==> src/rtl/idiv_pkg.sv <==
package idiv_pkg;

  // Function-code field positions
  localparam int unsigned FN_UNS_BIT = 7;
  localparam int unsigned FN_REM_BIT = 6;

  // Word codes (10 bits) and doubleword codes (9 bits)
  localparam logic [9:0] FN_W_SQ = 10'b0100011000;
  localparam logic [9:0] FN_W_SR = 10'b0101011000;
  localparam logic [9:0] FN_W_UQ = 10'b0110011000;
  localparam logic [9:0] FN_W_UR = 10'b0111011000;
  localparam logic [8:0] FN_D_SQ = 9'b100011000;
  localparam logic [8:0] FN_D_SR = 9'b101011000;
  localparam logic [8:0] FN_D_UQ = 9'b110011000;
  localparam logic [8:0] FN_D_UR = 9'b111011000;

  typedef struct packed {
    logic dword;
    logic uns;
    logic rem;
  } idiv_op_t;

  function automatic idiv_op_t decode_fn(input logic [9:0] code, input logic dword);
    idiv_op_t o;
    o.dword = dword;
    o.uns   = code[FN_UNS_BIT];
    o.rem   = code[FN_REM_BIT];
    return o;
  endfunction

  function automatic logic fn_legal(input logic [9:0] code, input logic dword);
    if (dword) return code[8] && (code[5:0] == 6'b011000);
    return (code[9:8] == 2'b01) && (code[5:0] == 6'b011000);
  endfunction

endpackage

==> src/rtl/idiv_prep.sv <==
module idiv_prep #(
  parameter int unsigned XLEN = 64
) (
  input  logic [XLEN-1:0] a_raw,
  input  logic [XLEN-1:0] b_raw,
  input  logic            dword,
  input  logic            uns,
  output logic [XLEN-1:0] a_mag,
  output logic [XLEN-1:0] b_mag,
  output logic            a_neg,
  output logic            b_neg,
  output logic            b_zero
);
  localparam int unsigned WL = XLEN / 2;

  // Bring an operand to the operating width, as a XLEN-bit value
  function automatic logic [XLEN-1:0] widen(input logic [XLEN-1:0] v, input logic dw,
                                            input logic sgn);
    if (dw) return v;
    if (sgn) return {{WL{v[WL-1]}}, v[WL-1:0]};
    return {{WL{1'b0}}, v[WL-1:0]};
  endfunction

  function automatic logic [XLEN-1:0] magnitude(input logic [XLEN-1:0] v, input logic neg);
    return neg ? (~v + 1'b1) : v;
  endfunction

  logic [XLEN-1:0] a_w, b_w;

  always_comb begin
    a_w    = widen(a_raw, dword, !uns);
    b_w    = widen(b_raw, dword, !uns);
    a_neg  = !uns && a_w[XLEN-1];
    b_neg  = !uns && b_w[XLEN-1];
    a_mag  = magnitude(a_w, a_neg);
    b_mag  = magnitude(b_w, b_neg);
    b_zero = (b_w == '0);
  end
endmodule

==> src/rtl/idiv_core.sv <==
module idiv_core #(
  parameter int unsigned XLEN = 64
) (
  input  logic            clk,
  input  logic            rst,
  input  logic            load,
  input  logic            dword,
  input  logic [XLEN-1:0] a_mag,
  input  logic [XLEN-1:0] b_mag,
  output logic [XLEN-1:0] quo,
  output logic [XLEN-1:0] rem,
  output logic            idle
);
  localparam int unsigned WL = XLEN / 2;
  localparam int unsigned CW = $clog2(XLEN + 1);

  logic [CW-1:0]   cnt_q;
  logic [XLEN-1:0] quo_q, rem_q, div_q;
  logic [XLEN+1:0] diff_w;
  logic            take_w;

  // One restoring step: shift in the next dividend bit, try subtracting
  function automatic logic [XLEN+1:0] trial(input logic [XLEN-1:0] r, input logic nb,
                                            input logic [XLEN-1:0] d);
    return {1'b0, r, nb} - {2'b00, d};
  endfunction

  assign diff_w = trial(rem_q, quo_q[XLEN-1], div_q);
  assign take_w = (diff_w[XLEN+1:XLEN] == 2'b00);

  always_ff @(posedge clk) begin
    if (rst) begin
      cnt_q <= '0;
      quo_q <= '0;
      rem_q <= '0;
      div_q <= '0;
    end else if (load) begin
      cnt_q <= dword ? CW'(XLEN) : CW'(WL);
      quo_q <= dword ? a_mag : {a_mag[WL-1:0], {WL{1'b0}}};
      rem_q <= '0;
      div_q <= b_mag;
    end else if (cnt_q != '0) begin
      cnt_q <= cnt_q - 1'b1;
      quo_q <= {quo_q[XLEN-2:0], take_w};
      rem_q <= take_w ? diff_w[XLEN-1:0] : {rem_q[XLEN-2:0], quo_q[XLEN-1]};
    end
  end

  assign quo  = quo_q;
  assign rem  = rem_q;
  assign idle = (cnt_q == '0);
endmodule

==> src/rtl/idiv_fix.sv <==
module idiv_fix #(
  parameter int unsigned XLEN = 64
) (
  input  logic [XLEN-1:0] quo,
  input  logic [XLEN-1:0] rem,
  input  logic            a_neg,
  input  logic            b_neg,
  input  logic            b_zero,
  input  logic            dword,
  input  logic            rem_sel,
  output logic [XLEN-1:0] res
);
  localparam int unsigned WL = XLEN / 2;

  function automatic logic [XLEN-1:0] negate_if(input logic [XLEN-1:0] v, input logic n);
    return n ? (~v + 1'b1) : v;
  endfunction

  function automatic logic [XLEN-1:0] word_ext(input logic [XLEN-1:0] v);
    return {{WL{v[WL-1]}}, v[WL-1:0]};
  endfunction

  logic [XLEN-1:0] q_w, r_w, pick_w;

  always_comb begin
    q_w    = b_zero ? '1 : negate_if(quo, a_neg ^ b_neg);
    r_w    = negate_if(rem, a_neg);
    pick_w = rem_sel ? r_w : q_w;
    res    = dword ? pick_w : word_ext(pick_w);
  end
endmodule

==> src/rtl/idiv_unit.sv <==
module idiv_unit
  import idiv_pkg::*;
#(
  parameter int unsigned XLEN = 64
) (
  input  logic            clk,
  input  logic            rst,
  input  logic            start,
  input  logic [9:0]      fn_code,
  input  logic            fn_dword,
  input  logic            en64,
  input  logic [XLEN-1:0] opnd_a,
  input  logic [XLEN-1:0] opnd_b,
  output logic            busy,
  output logic            done,
  output logic            rd_we,
  output logic [XLEN-1:0] rd_data,
  output logic            ri_exc
);
  idiv_op_t        op_w, op_q;
  logic [XLEN-1:0] a_mag_w, b_mag_w, quo_w, rem_w, fix_w;
  logic            a_neg_w, b_neg_w, b_zero_w;
  logic            a_neg_q, b_neg_q, b_zero_q;
  logic            core_idle_w;

  // Named events for the checker
  logic accept_w, reject_w, launch_w, finish_w, run_dword_w;

  assign op_w        = decode_fn(fn_code, fn_dword);
  assign accept_w    = start && !busy;
  assign reject_w    = accept_w && (!fn_legal(fn_code, fn_dword) || (fn_dword && !en64));
  assign launch_w    = accept_w && !reject_w;
  assign finish_w    = busy && core_idle_w;
  assign run_dword_w = op_q.dword;

  idiv_prep #(.XLEN(XLEN)) u_prep (
    .a_raw(opnd_a), .b_raw(opnd_b), .dword(op_w.dword), .uns(op_w.uns),
    .a_mag(a_mag_w), .b_mag(b_mag_w), .a_neg(a_neg_w), .b_neg(b_neg_w), .b_zero(b_zero_w)
  );

  idiv_core #(.XLEN(XLEN)) u_core (
    .clk(clk), .rst(rst), .load(launch_w), .dword(op_w.dword),
    .a_mag(a_mag_w), .b_mag(b_mag_w), .quo(quo_w), .rem(rem_w), .idle(core_idle_w)
  );

  idiv_fix #(.XLEN(XLEN)) u_fix (
    .quo(quo_w), .rem(rem_w), .a_neg(a_neg_q), .b_neg(b_neg_q), .b_zero(b_zero_q),
    .dword(op_q.dword), .rem_sel(op_q.rem), .res(fix_w)
  );

  always_ff @(posedge clk) begin
    if (rst) begin
      busy     <= 1'b0;
      done     <= 1'b0;
      rd_we    <= 1'b0;
      ri_exc   <= 1'b0;
      rd_data  <= '0;
      op_q     <= '0;
      a_neg_q  <= 1'b0;
      b_neg_q  <= 1'b0;
      b_zero_q <= 1'b0;
    end else begin
      done   <= 1'b0;
      rd_we  <= 1'b0;
      ri_exc <= 1'b0;
      if (launch_w) begin
        busy     <= 1'b1;
        op_q     <= op_w;
        a_neg_q  <= a_neg_w;
        b_neg_q  <= b_neg_w;
        b_zero_q <= b_zero_w;
      end
      if (reject_w) begin
        done   <= 1'b1;
        ri_exc <= 1'b1;
      end
      if (finish_w) begin
        busy    <= 1'b0;
        done    <= 1'b1;
        rd_we   <= 1'b1;
        rd_data <= fix_w;
      end
    end
  end
endmodule

==> config.mk <==
export PLATFORM = sky130hd
export DESIGN_NAME = idiv_unit
export DESIGN_NICKNAME = d
export VERILOG_FILES = /design/src/rtl/idiv_pkg.sv /design/src/rtl/idiv_prep.sv /design/src/rtl/idiv_core.sv /design/src/rtl/idiv_fix.sv /design/src/rtl/idiv_unit.sv
export SDC_FILE = /design/constraint.sdc
export NUM_CORES = 1
export LEC_CHECK = 0
export ABC_AREA = 1
export BUFFER_PORTS_ARGS = -buffer_cell sky130_fd_sc_hd__buf_2
export CORE_UTILIZATION = 40
export DETAILED_ROUTE_END_ITERATION = 8
export PLACE_DENSITY = 0.58
export SLEW_MARGIN = 10
export SYNTH_ARGS = -nofsm -noshare
export SYNTH_HDL_FRONTEND = slang
export SYNTH_SLANG_ARGS = --single-unit
==> constraint.sdc <==
create_clock -name clk -period 3.5 [get_ports clk]
set_input_delay 0.35 -clock clk [delete_from_list [all_inputs] [get_ports clk]]
set_output_delay 0.35 -clock clk [all_outputs]
set_load 0.01 [all_outputs]
-- After elaboration in Yosys (flattened, before gate mapping)
Index checks and enable logic that the tools add are counted.
- bits in registers: 272
- input port bits: 143
- output and inout bits: 68
- word-level logic and storage cells: 79
- add/sub/neg operators: 6
- equal/unequal tests: 2
- multiplexer cells: 30
- bitwise operators: 5
- reductions and logical operators: 22
- operator list (operator ; count):
    64-bit two-way mux ; 19
    64-bit by 1-bit adder with 64-bit output (second input constant) ; 4
    64-bit inverter ; 4
    65-bit by 64-bit subtractor with 66-bit output ; 1
    64-bit logical NOT ; 1
    7-bit two-way mux ; 3
    1-bit logical AND ; 9
    1-bit two-way mux ; 8
    7-bit logical NOT ; 1
    7-bit nonzero test ; 1
    7-bit by 1-bit subtractor with 7-bit output (second input constant) ; 1
    6-bit by 5-bit == test with 1-bit output (second input constant) ; 1
    1-bit logical NOT ; 5
    2-bit OR reduction ; 2
    2-bit by 1-bit == test with 1-bit output (second input constant) ; 1
    2-bit logical NOT ; 1
    2-bit nonzero test ; 1
    1-bit logical OR ; 1
    1-bit XOR ; 1

-- Logic depth before layout (Yosys ltp)
Gate-level depths: netlist of the first run.
- word-level depth: 10
- gate-level depth with buffers: 23
- mapped depth without buffers: 22

-- Modules after synthesis
Synthesis of the first run repeated with hierarchy kept, for this count alone.
- cell total of the unflattened synthesis: 5283
- area total of the unflattened synthesis: 28055.7 µm²
- modules (own cells, without submodules) (module ; instances ; cells an instance ; area each (µm²) ; seq. area each (µm²)):
    idiv_core ; 1 ; 2629 ; 15004.4 ; 3983.8
    idiv_fix ; 1 ; 1224 ; 5444.0 ; 0.0
    idiv_prep ; 1 ; 1081 ; 4964.8 ; 0.0
    idiv_unit ; 1 ; 349 ; 2642.5 ; 1461.4

-- Worst setup path before layout of the first run
Ideal clock, no wire load.
- kind: reg2reg
- from: register u_core.quo_q[63] (netlist: u_core.quo[63])
- to: register u_core.rem_q[48] (netlist: u_core.rem[48])
- library setup time: 0.119 ns
- arrival time: 2.370 ns
- required time: 3.381 ns
- path slack: 1.012 ns
- stages on the path, launching flop included: 24
- path buffers: 1
- period minus slack after synthesis: 2.488 ns
- path through: dfxtp_1 inv_1 ha_1 inv_1 fa_1 nand3_1 nand3_2 nand2_1 nand2_1 nand2_1 nand2_2 nand2_1 nand2_2 nand2_1 nand2_1 nand2_2 nand2_4 nand2_8 inv_6 buf_6 nand2_1 nand2_1 nor2_1 nor2_2
- longest elaborated chain between the ends: 3
- ends and longest elaborated chain (element ; RTL line ; source):
    from (decl) ; idiv_core.sv:18 ; logic [XLEN-1:0] quo_q, rem_q, div_q;
    from (signal assigned) ; idiv_core.sv:39 ; quo_q <= dword ? a_mag : {a_mag[WL-1:0], {WL{1'b0}}};
    from (signal assigned) ; idiv_core.sv:44 ; quo_q <= {quo_q[XLEN-2:0], take_w};
    65-bit by 64-bit subtractor with 66-bit output * ; idiv_core.sv:25 ; return {1'b0, r, nb} - {2'b00, d};
    2-bit logical NOT ; idiv_core.sv:29 ; assign take_w = (diff_w[XLEN+1:XLEN] == 2'b00);
    64-bit two-way mux * ; idiv_core.sv:45 ; rem_q <= take_w ? diff_w[XLEN-1:0] : {rem_q[XLEN-2:0], quo_q[XLEN-1]};
    to (signal assigned) ; idiv_core.sv:45 ;
    to (decl) ; idiv_core.sv:18 ;
Every way passes the cells marked *; elsewhere a longest branch is shown, timed or not.
A chain may end at the register's enable or synchronous reset.

-- Final worst setup path of the first run
- from: register u_core.div_q[9]
- to: register u_core.quo_q[0] (netlist: u_core.quo[0])
- longest elaborated chain between the ends: 4
- ends and longest elaborated chain (element ; RTL line ; source):
    from (decl) ; idiv_core.sv:18 ;
    from (signal assigned) ; idiv_core.sv:41 ; div_q <= b_mag;
    65-bit by 64-bit subtractor with 66-bit output ; idiv_core.sv:25 ;
    2-bit logical NOT ; idiv_core.sv:29 ;
    64-bit two-way mux ; idiv_core.sv:42 ; end else if (cnt_q != '0) begin
    64-bit two-way mux ; idiv_core.sv:37 ; end else if (load) begin
No other way between the ends. The select of a mux whose other input is x is not followed.

==> results of run 1 <==
metrics by stage:
stage,instance area [um2],utilization [%],total power (uW),hold slack [ns]
after detailed placement,27700,43.8,21200,0.437
after global routing,29000,45.8,27600,0.0861
after global placement,27700,43.8,21300,0.432
after CTS,29000,45.8,25200,0.0694
final,29000,45.8,25600,0.0893
after floorplan,25700,-,16100,0.426
power groups by stage:
stage	Sequential, uW	Clock [uW]	Combinational (uW)
6_report	4600	3930	17100
5_1_grt	4630	4080	18900
4_1_cts	4550	3970	16700
3_5_place_dp	4610	0	16600
3_3_place_gp	4620	0	16600
2_1_floorplan	4260	0	11900
layout make-up:
cell class	count	area, um2
inverter	676	2550
clock buffer	47	1020
timing repair buffer	295	1740
clock inverter	14	210
antenna	4	10.0
sequential	272	5450
fill	7075	34300
tap	846	1060
multi-input combinational	3515	17000
sequential cells by signal, summed over array words and instances, names as in the netlist, 7 cells and up:
name	count
u_core.quo	64
u_core.rem	64
u_core.div_q	64
rd_data	64
u_core.cnt_q	7
worst min-delay path by stage:
stage	from	endpoint	slack [ns]
5_1_grt	opnd_b[30]	u_core.div_q[30]$_SDFFE_PP0P_	0.09
3_5_place_dp	rd_data[5]$_SDFFE_PP0P_	rd_data[5]$_SDFFE_PP0P_	0.44
2_1_floorplan	u_core.div_q[60]$_SDFFE_PP0P_	u_core.div_q[60]$_SDFFE_PP0P_	0.43
4_1_cts	opnd_b[30]	u_core.div_q[30]$_SDFFE_PP0P_	0.07
6_report	opnd_b[30]	u_core.div_q[30]$_SDFFE_PP0P_	0.09
3_3_place_gp	rd_data[19]$_SDFFE_PP0P_	rd_data[19]$_SDFFE_PP0P_	0.43
Yosys cell counts (all sizes together), types with 4 or more instances:
master  number  area [um2]
dfxtp      272        5450
nor4        11        68.8
a31oi       41         257
inv        674        2530
buf         74         433
o21ai      329        1670
a22oi       22         165
o21bai       6        45.0
o32ai        6        52.6
nand3b      15         113
nand4       80         507
and2         6        37.5
ha          69         863
nand2     1484        5610
xor2       107         937
a221oi      13         114
or2         16         100
o22ai       38         238
o31ai       12        90.1
nor2       508        1980
a21oi      290        1460
nand3      314        1600
xnor2       30         263
and3        11        68.8
o211ai       9        67.6
a211oi       4        30.0
a32o         8        80.1
clkbuf      87         327
nor3        70         375
worst max-delay path, cell delays in order (launching register included):
cell	delay, ns
dfxtp_1	0.30
inv_1	0.18
ha_1	0.42
nand2_1	0.14
nor2_1	0.22
nand2_1	0.14
nor4_1	0.57
nand4_1	0.28
nand3_4	0.21
nand2_8	0.15
inv_16	0.22
nand2_1	0.20
a21oi_1	0.19
routing by layer:
metal	wire length, um	part of all wire [%]	global-route usage [%]	up-vias
met5	0	0	0	-
met4	3800	3.2	11.0	0
met3	12100	10	8.52	169
met2	51300	43	54.0	1411
met1	52900	44	49.0	14300
li1	-	-	-	15200
repair_timing:
| action | 4_1_cts | 5_1_grt |
|---|---|---|
| hold buffers | 1 | 0 |
| hold endpoints to repair | 1 | 0 |
| resized for setup | 0 | 6 |
| endpoints found under the setup margin | 0 | 36 |
kinds of logic after synthesis:
kind of cell    Yosys count  share of synthesized area, %
xor+xnor                137                          4.67
flops                   272                          21.2
fa+ha+maj                70                          3.44
buf+inv                 837                          12.9
compound gates          792                          17.1
simple gates           2516                          40.8
==> metrics.txt, run 1 <==
crit path DAT about 3.8 ns; Final setup viols 0; Routed WL roughly 120 mm; switching share of power between 50% and 60%; most frequent cells in the layout 1474 x nand2_1, 654 x inv_1, 485 x nor2_1, 309 x nand3_1, 299 x o21ai_0; Non-Filler Instances roughly 5700; Placed Cells about 5600; Least-Margin Pin Slew 1.02 ns; crit path launch u_core.div_q[9]$_SDFFE_PP0P_; Hold Path Depth 3; H-tree Lvls 2; RSZ-0062 raised after global routing no; Final nets 5008; critical path class flop to flop; Starting Density 40.6%; Mapped Cells between 4000 and 5000; Cell Pwr Density 884 nW/um2; largest net degree at the start of global routing just over 90; Mean Syn Cell Area 5.55 um2; cell area after synthesis 25700 um2; Place WS 0.102 ns; final clock skew about 0.026 ns; Tot GR Track Use 35.5%; clock share of power 15.3%; Max transition margin 31.5%; Worst R2R Path Depth 12; EDFF count, synth 0; asr flop ratio synth 0%; Max Cap Viol 0; Pleak 0.0146 uW; Critical Path Source Type flop; outcome finished, final reports clean; Slew Limit Fails 0; Crit Path Max Fanout 54; R2R Setup Slk between 0.15 and 0.2 ns; global placer's final weighted congestion 1.03; Port Buffers 210; Via Count 31000; Worst Slack Setup Final approximately 0.15 ns; DIE AREA 65200 um2; Routed Antenna Nets 0; Clock Tree Buf Depth 3; syn_nets 4837; DRC viols 0; final hold vios 0; Yosys cell types 57; Layout area overhead 12.9%; grt total ovfl 0; Die Span Y roughly 260 um; period utilization 95.6%; Worst Hold Class input pin to flop; post-synthesis sequential area ratio 21.2%; routed vias/inst between 5 and 6; 1st-pass router iterations 6; ys flop type dfxtp_1; routed len/inst approximately 21 um; Sink Count approximately 270; Setup TNS 0 ns; synthesized flop and latch total approximately 270; postcts setup bufs 0; CTS Buf Count 35; DP HPWL ~99 mm; most common cell after layout, fill and taps aside nand2_1; layout cell share with drive strength beyond 1 a little under a tenth; root buf cell clkbuf_16; switching pwr 14500 uW; fmax 0.299 GHz; Clock Latency Late Sink between 0.5 and 0.6 ns; worst r2r src u_core.div_q[9]$_SDFFE_PP0P_; initial antenna violation count 7; sequential share of power 17.9%; Initial DRC Count around 3400; Max IR drop VDD between 0.0004 and 0.0005 V; Setup crit end kind flop; CTS tree built; Crit Reg-Reg Endpoint u_core.quo[0]$_SDFFE_PP0P_; internal power 11200 uW; core footprint 63300 um2; Comb power frac 66.7%; Yosys warnings 0; vias in the first global route 27700; IO Pins 211; first-pass GRT wire length between 150 and 200 mm; row count 92; fin crit period 3.35 ns; Die X 255 um; crit path to u_core.quo[0]$_SDFFE_PP0P_; clock slew at reported path FFs 0.06 ns; CP Data Required Time between 3 and 4 ns
(Power assumes the default switching activity.)
==> inputs of run 2 (changes only) <==
--- a/config.mk
+++ b/config.mk
@@ -9,7 +9,7 @@
 export BUFFER_PORTS_ARGS = -buffer_cell sky130_fd_sc_hd__buf_2
 export CORE_UTILIZATION = 40
 export DETAILED_ROUTE_END_ITERATION = 8
-export PLACE_DENSITY = 0.58
+export PLACE_DENSITY = 0.65
 export SLEW_MARGIN = 10
 export SYNTH_ARGS = -nofsm -noshare
 export SYNTH_HDL_FRONTEND = slang
==> run 2 against run 1 <==
Sequential power up 2%. Critical path depth is 11 higher. Final cell count down 0.14%. Clock skew rose by 0.0041 ns. Critical endpoint is now u_core.rem[44]$_SDFFE_PP0P_.
==> metrics.txt, run 2 (synthesized netlist as in run 1, its figures left out) <==
Tot Pwr 25600 uW (about the same); hold_ws 0.0392 ns (was 0.0893 ns); global placer's final weighted congestion 1.06 (was 1.03); Via Count 31100 (was 31000); worst hold path startpoint fn_code[6] (was opnd_b[30]); Filler Cell Count 7111 (was 7075); Initial DRC Count 3970 (was 3353); Routed Antenna Nets 0 (unchanged); Die Span Y 255 um (unchanged); core footprint 63300 um2 (unchanged); DRC viols 0 (unchanged); Worst Hold Class input pin to flop (unchanged); final clock skew 0.0305 ns (was 0.0265 ns); DP HPWL 95.1 mm (was 99.4 mm); 1st-pass router iterations 7 (was 6); H-tree Lvls 2 (unchanged); worst r2r src u_core.quo[63]$_SDFFE_PP0P_ (was u_core.div_q[9]$_SDFFE_PP0P_); outcome finished, final reports clean (unchanged); crit path DAT 3.69 ns (was 3.83 ns); Hold Path End op_q[0]$_SDFFE_PP0P_ (was u_core.div_q[30]$_SDFFE_PP0P_); Pleak 0.0145 uW (was 0.0146 uW); Setup TNS 0 ns (unchanged); Port Buffers 210 (unchanged); most common cell after layout, fill and taps aside nand2_1 (unchanged); IO Pins 211 (unchanged); Crit Reg-Reg Endpoint u_core.rem[44]$_SDFFE_PP0P_ (was u_core.quo[0]$_SDFFE_PP0P_); grt total ovfl 0 (unchanged); largest net degree at the start of global routing 113 (was 92); Cell Pwr Density 884 nW/um2 (about the same); Clock Latency Late Sink 0.58 ns (about the same); post-cts sizing count 0 (unchanged); Final setup viols 0 (unchanged); first-pass GRT wire length 170 mm (was 176 mm); R2R Setup Slk 0.30 ns (was 0.15 ns); vias in the first global route 27500 (was 27700); postcts setup bufs 0 (unchanged); fin crit period 3.20 ns (was 3.35 ns); Max Cap Viol 0 (unchanged); Layout area overhead 12.6% (was 12.9%); Least-Margin Pin Slew 1.12 ns (was 1.02 ns); Clock Tree Buf Depth 3 (unchanged); critical path class flop to flop (unchanged); Die X 255 um (unchanged); RSZ-0062 raised after global routing no (unchanged); Setup crit end kind flop (unchanged); layout cell share with drive strength beyond 1 9.08% (was 9.15%); DIE AREA 65200 um2 (unchanged); Max IR drop VDD 0.000674 V (was 0.000424 V); hold buffers post-CTS 0 (was 1); initial antenna violation count 3 (was 7); routed len/inst 20.4 um (was 21.2 um); Critical Path Source Type flop (unchanged); Slew Limit Fails 0 (unchanged); Non-Filler Instances 5661 (was 5669); CP Data Required Time 3.99 ns (about the same); final hold vios 0 (unchanged); Hold Path Depth 3 (unchanged); Max transition margin 25.5% (was 31.5%); Placed Cells 5599 (was 5603); row count 92 (unchanged); fmax 0.313 GHz (was 0.299 GHz); Routed WL 116 mm (was 120 mm); root buf cell clkbuf_16 (unchanged); Starting Density 40.6% (unchanged); CTS tree built (unchanged); Worst R2R Path Depth 23 (was 12); CTS Buf Count 34 (was 35); most frequent cells in the layout 1474 x nand2_1, 654 x inv_1, 484 x nor2_1, 309 x nand3_1, 299 x o21ai_0 (was 1474 x nand2_1, 654 x inv_1, 485 x nor2_1, 309 x nand3_1, 299 x o21ai_0); Tot GR Track Use 33.9% (was 35.5%); Sink Count 272 (unchanged); Final nets 5002 (was 5008); routed vias/inst 5.49 (was 5.48); clock slew at reported path FFs 0.06 ns (about the same); Crit Path Max Fanout 12 (was 54); period utilization 91.4% (was 95.6%)
run 2: how the worst max path moves through the flow:
| stage | startpoint | end | depth (start not counted) |
|---|---|---|---|
| floorplan | u_core.quo[63]$_SDFFE_PP0P_ | u_core.rem[48]$_SDFFE_PP0P_ | 23 |
| global placement | u_core.quo[63]$_SDFFE_PP0P_ | u_core.rem[44]$_SDFFE_PP0P_ | 23 |
| detailed placement | u_core.quo[63]$_SDFFE_PP0P_ | u_core.rem[0]$_SDFFE_PP0P_ | 21 |
| CTS | u_core.quo[63]$_SDFFE_PP0P_ | u_core.rem[44]$_SDFFE_PP0P_ | 23 |
| global route | u_core.quo[63]$_SDFFE_PP0P_ | u_core.rem[2]$_SDFFE_PP0P_ | 22 |
| finish | u_core.quo[63]$_SDFFE_PP0P_ | u_core.rem[44]$_SDFFE_PP0P_ | 23 |
run 2: stage by stage:
| step | cell area (um2) | util [%] | setup slack, ns |
|---|---|---|---|
| 2_1_floorplan | 25700 | - | 1.01 |
| 3_3_place_gp | 27700 | 43.8 | 0.423 |
| 3_5_place_dp | 27700 | 43.8 | 0.373 |
| 4_1_cts | 28900 | 45.7 | 0.367 |
| 5_1_grt | 28900 | 45.7 | 0.0944 |
| 6_report | 28900 | 45.7 | 0.303 |
run 2: worst max-delay path: stages, from the launching register on:
cell and delay, ns:
dfxtp_1 0.42, inv_1 0.14, ha_1 0.21, inv_1 0.21, fa_1 0.32, nand3_1 0.11, nand3_2 0.11, nand2_1 0.06
nand2_1 0.10, nand2_1 0.07, nand2_2 0.12, nand2_1 0.08, nand2_2 0.14, nand2_1 0.10, nand2_1 0.08, nand2_2 0.06
nand2_4 0.09, nand2_8 0.09, inv_6 0.14, buf_4 0.19, nand2_1 0.07, nand2_1 0.07, nor2_1 0.05, nor2_1 0.08
run 2: final cells by class:
type	instances	area [um2]	share of cell area [%]
inverter	676	2540	8.79
clock inverter	15	198	0.684
antenna	3	7.51	0.0260
sequential	272	5450	18.8
timing repair buffer	290	1710	5.93
multi-input combinational	3515	17000	58.7
tap	846	1060	3.66
clock buffer	44	990	3.42
run 2: where the power goes:
part | switching, uW | leakage, uW | internal [uW]
sequential | 954 | 0.00222 | 3720
combinational | 11900 | 0.0117 | 5160
clock | 1540 | 0.000577 | 2240
run 2: metal layers:
metal  up-vias  share of wire [%]  track usage, %
met5         -                  0               0
met4         0                2.8            9.24
met3       168                 10            6.76
met2      1568                 42            51.7
met1     14100                 44            48.1
li1      15200                  -               -
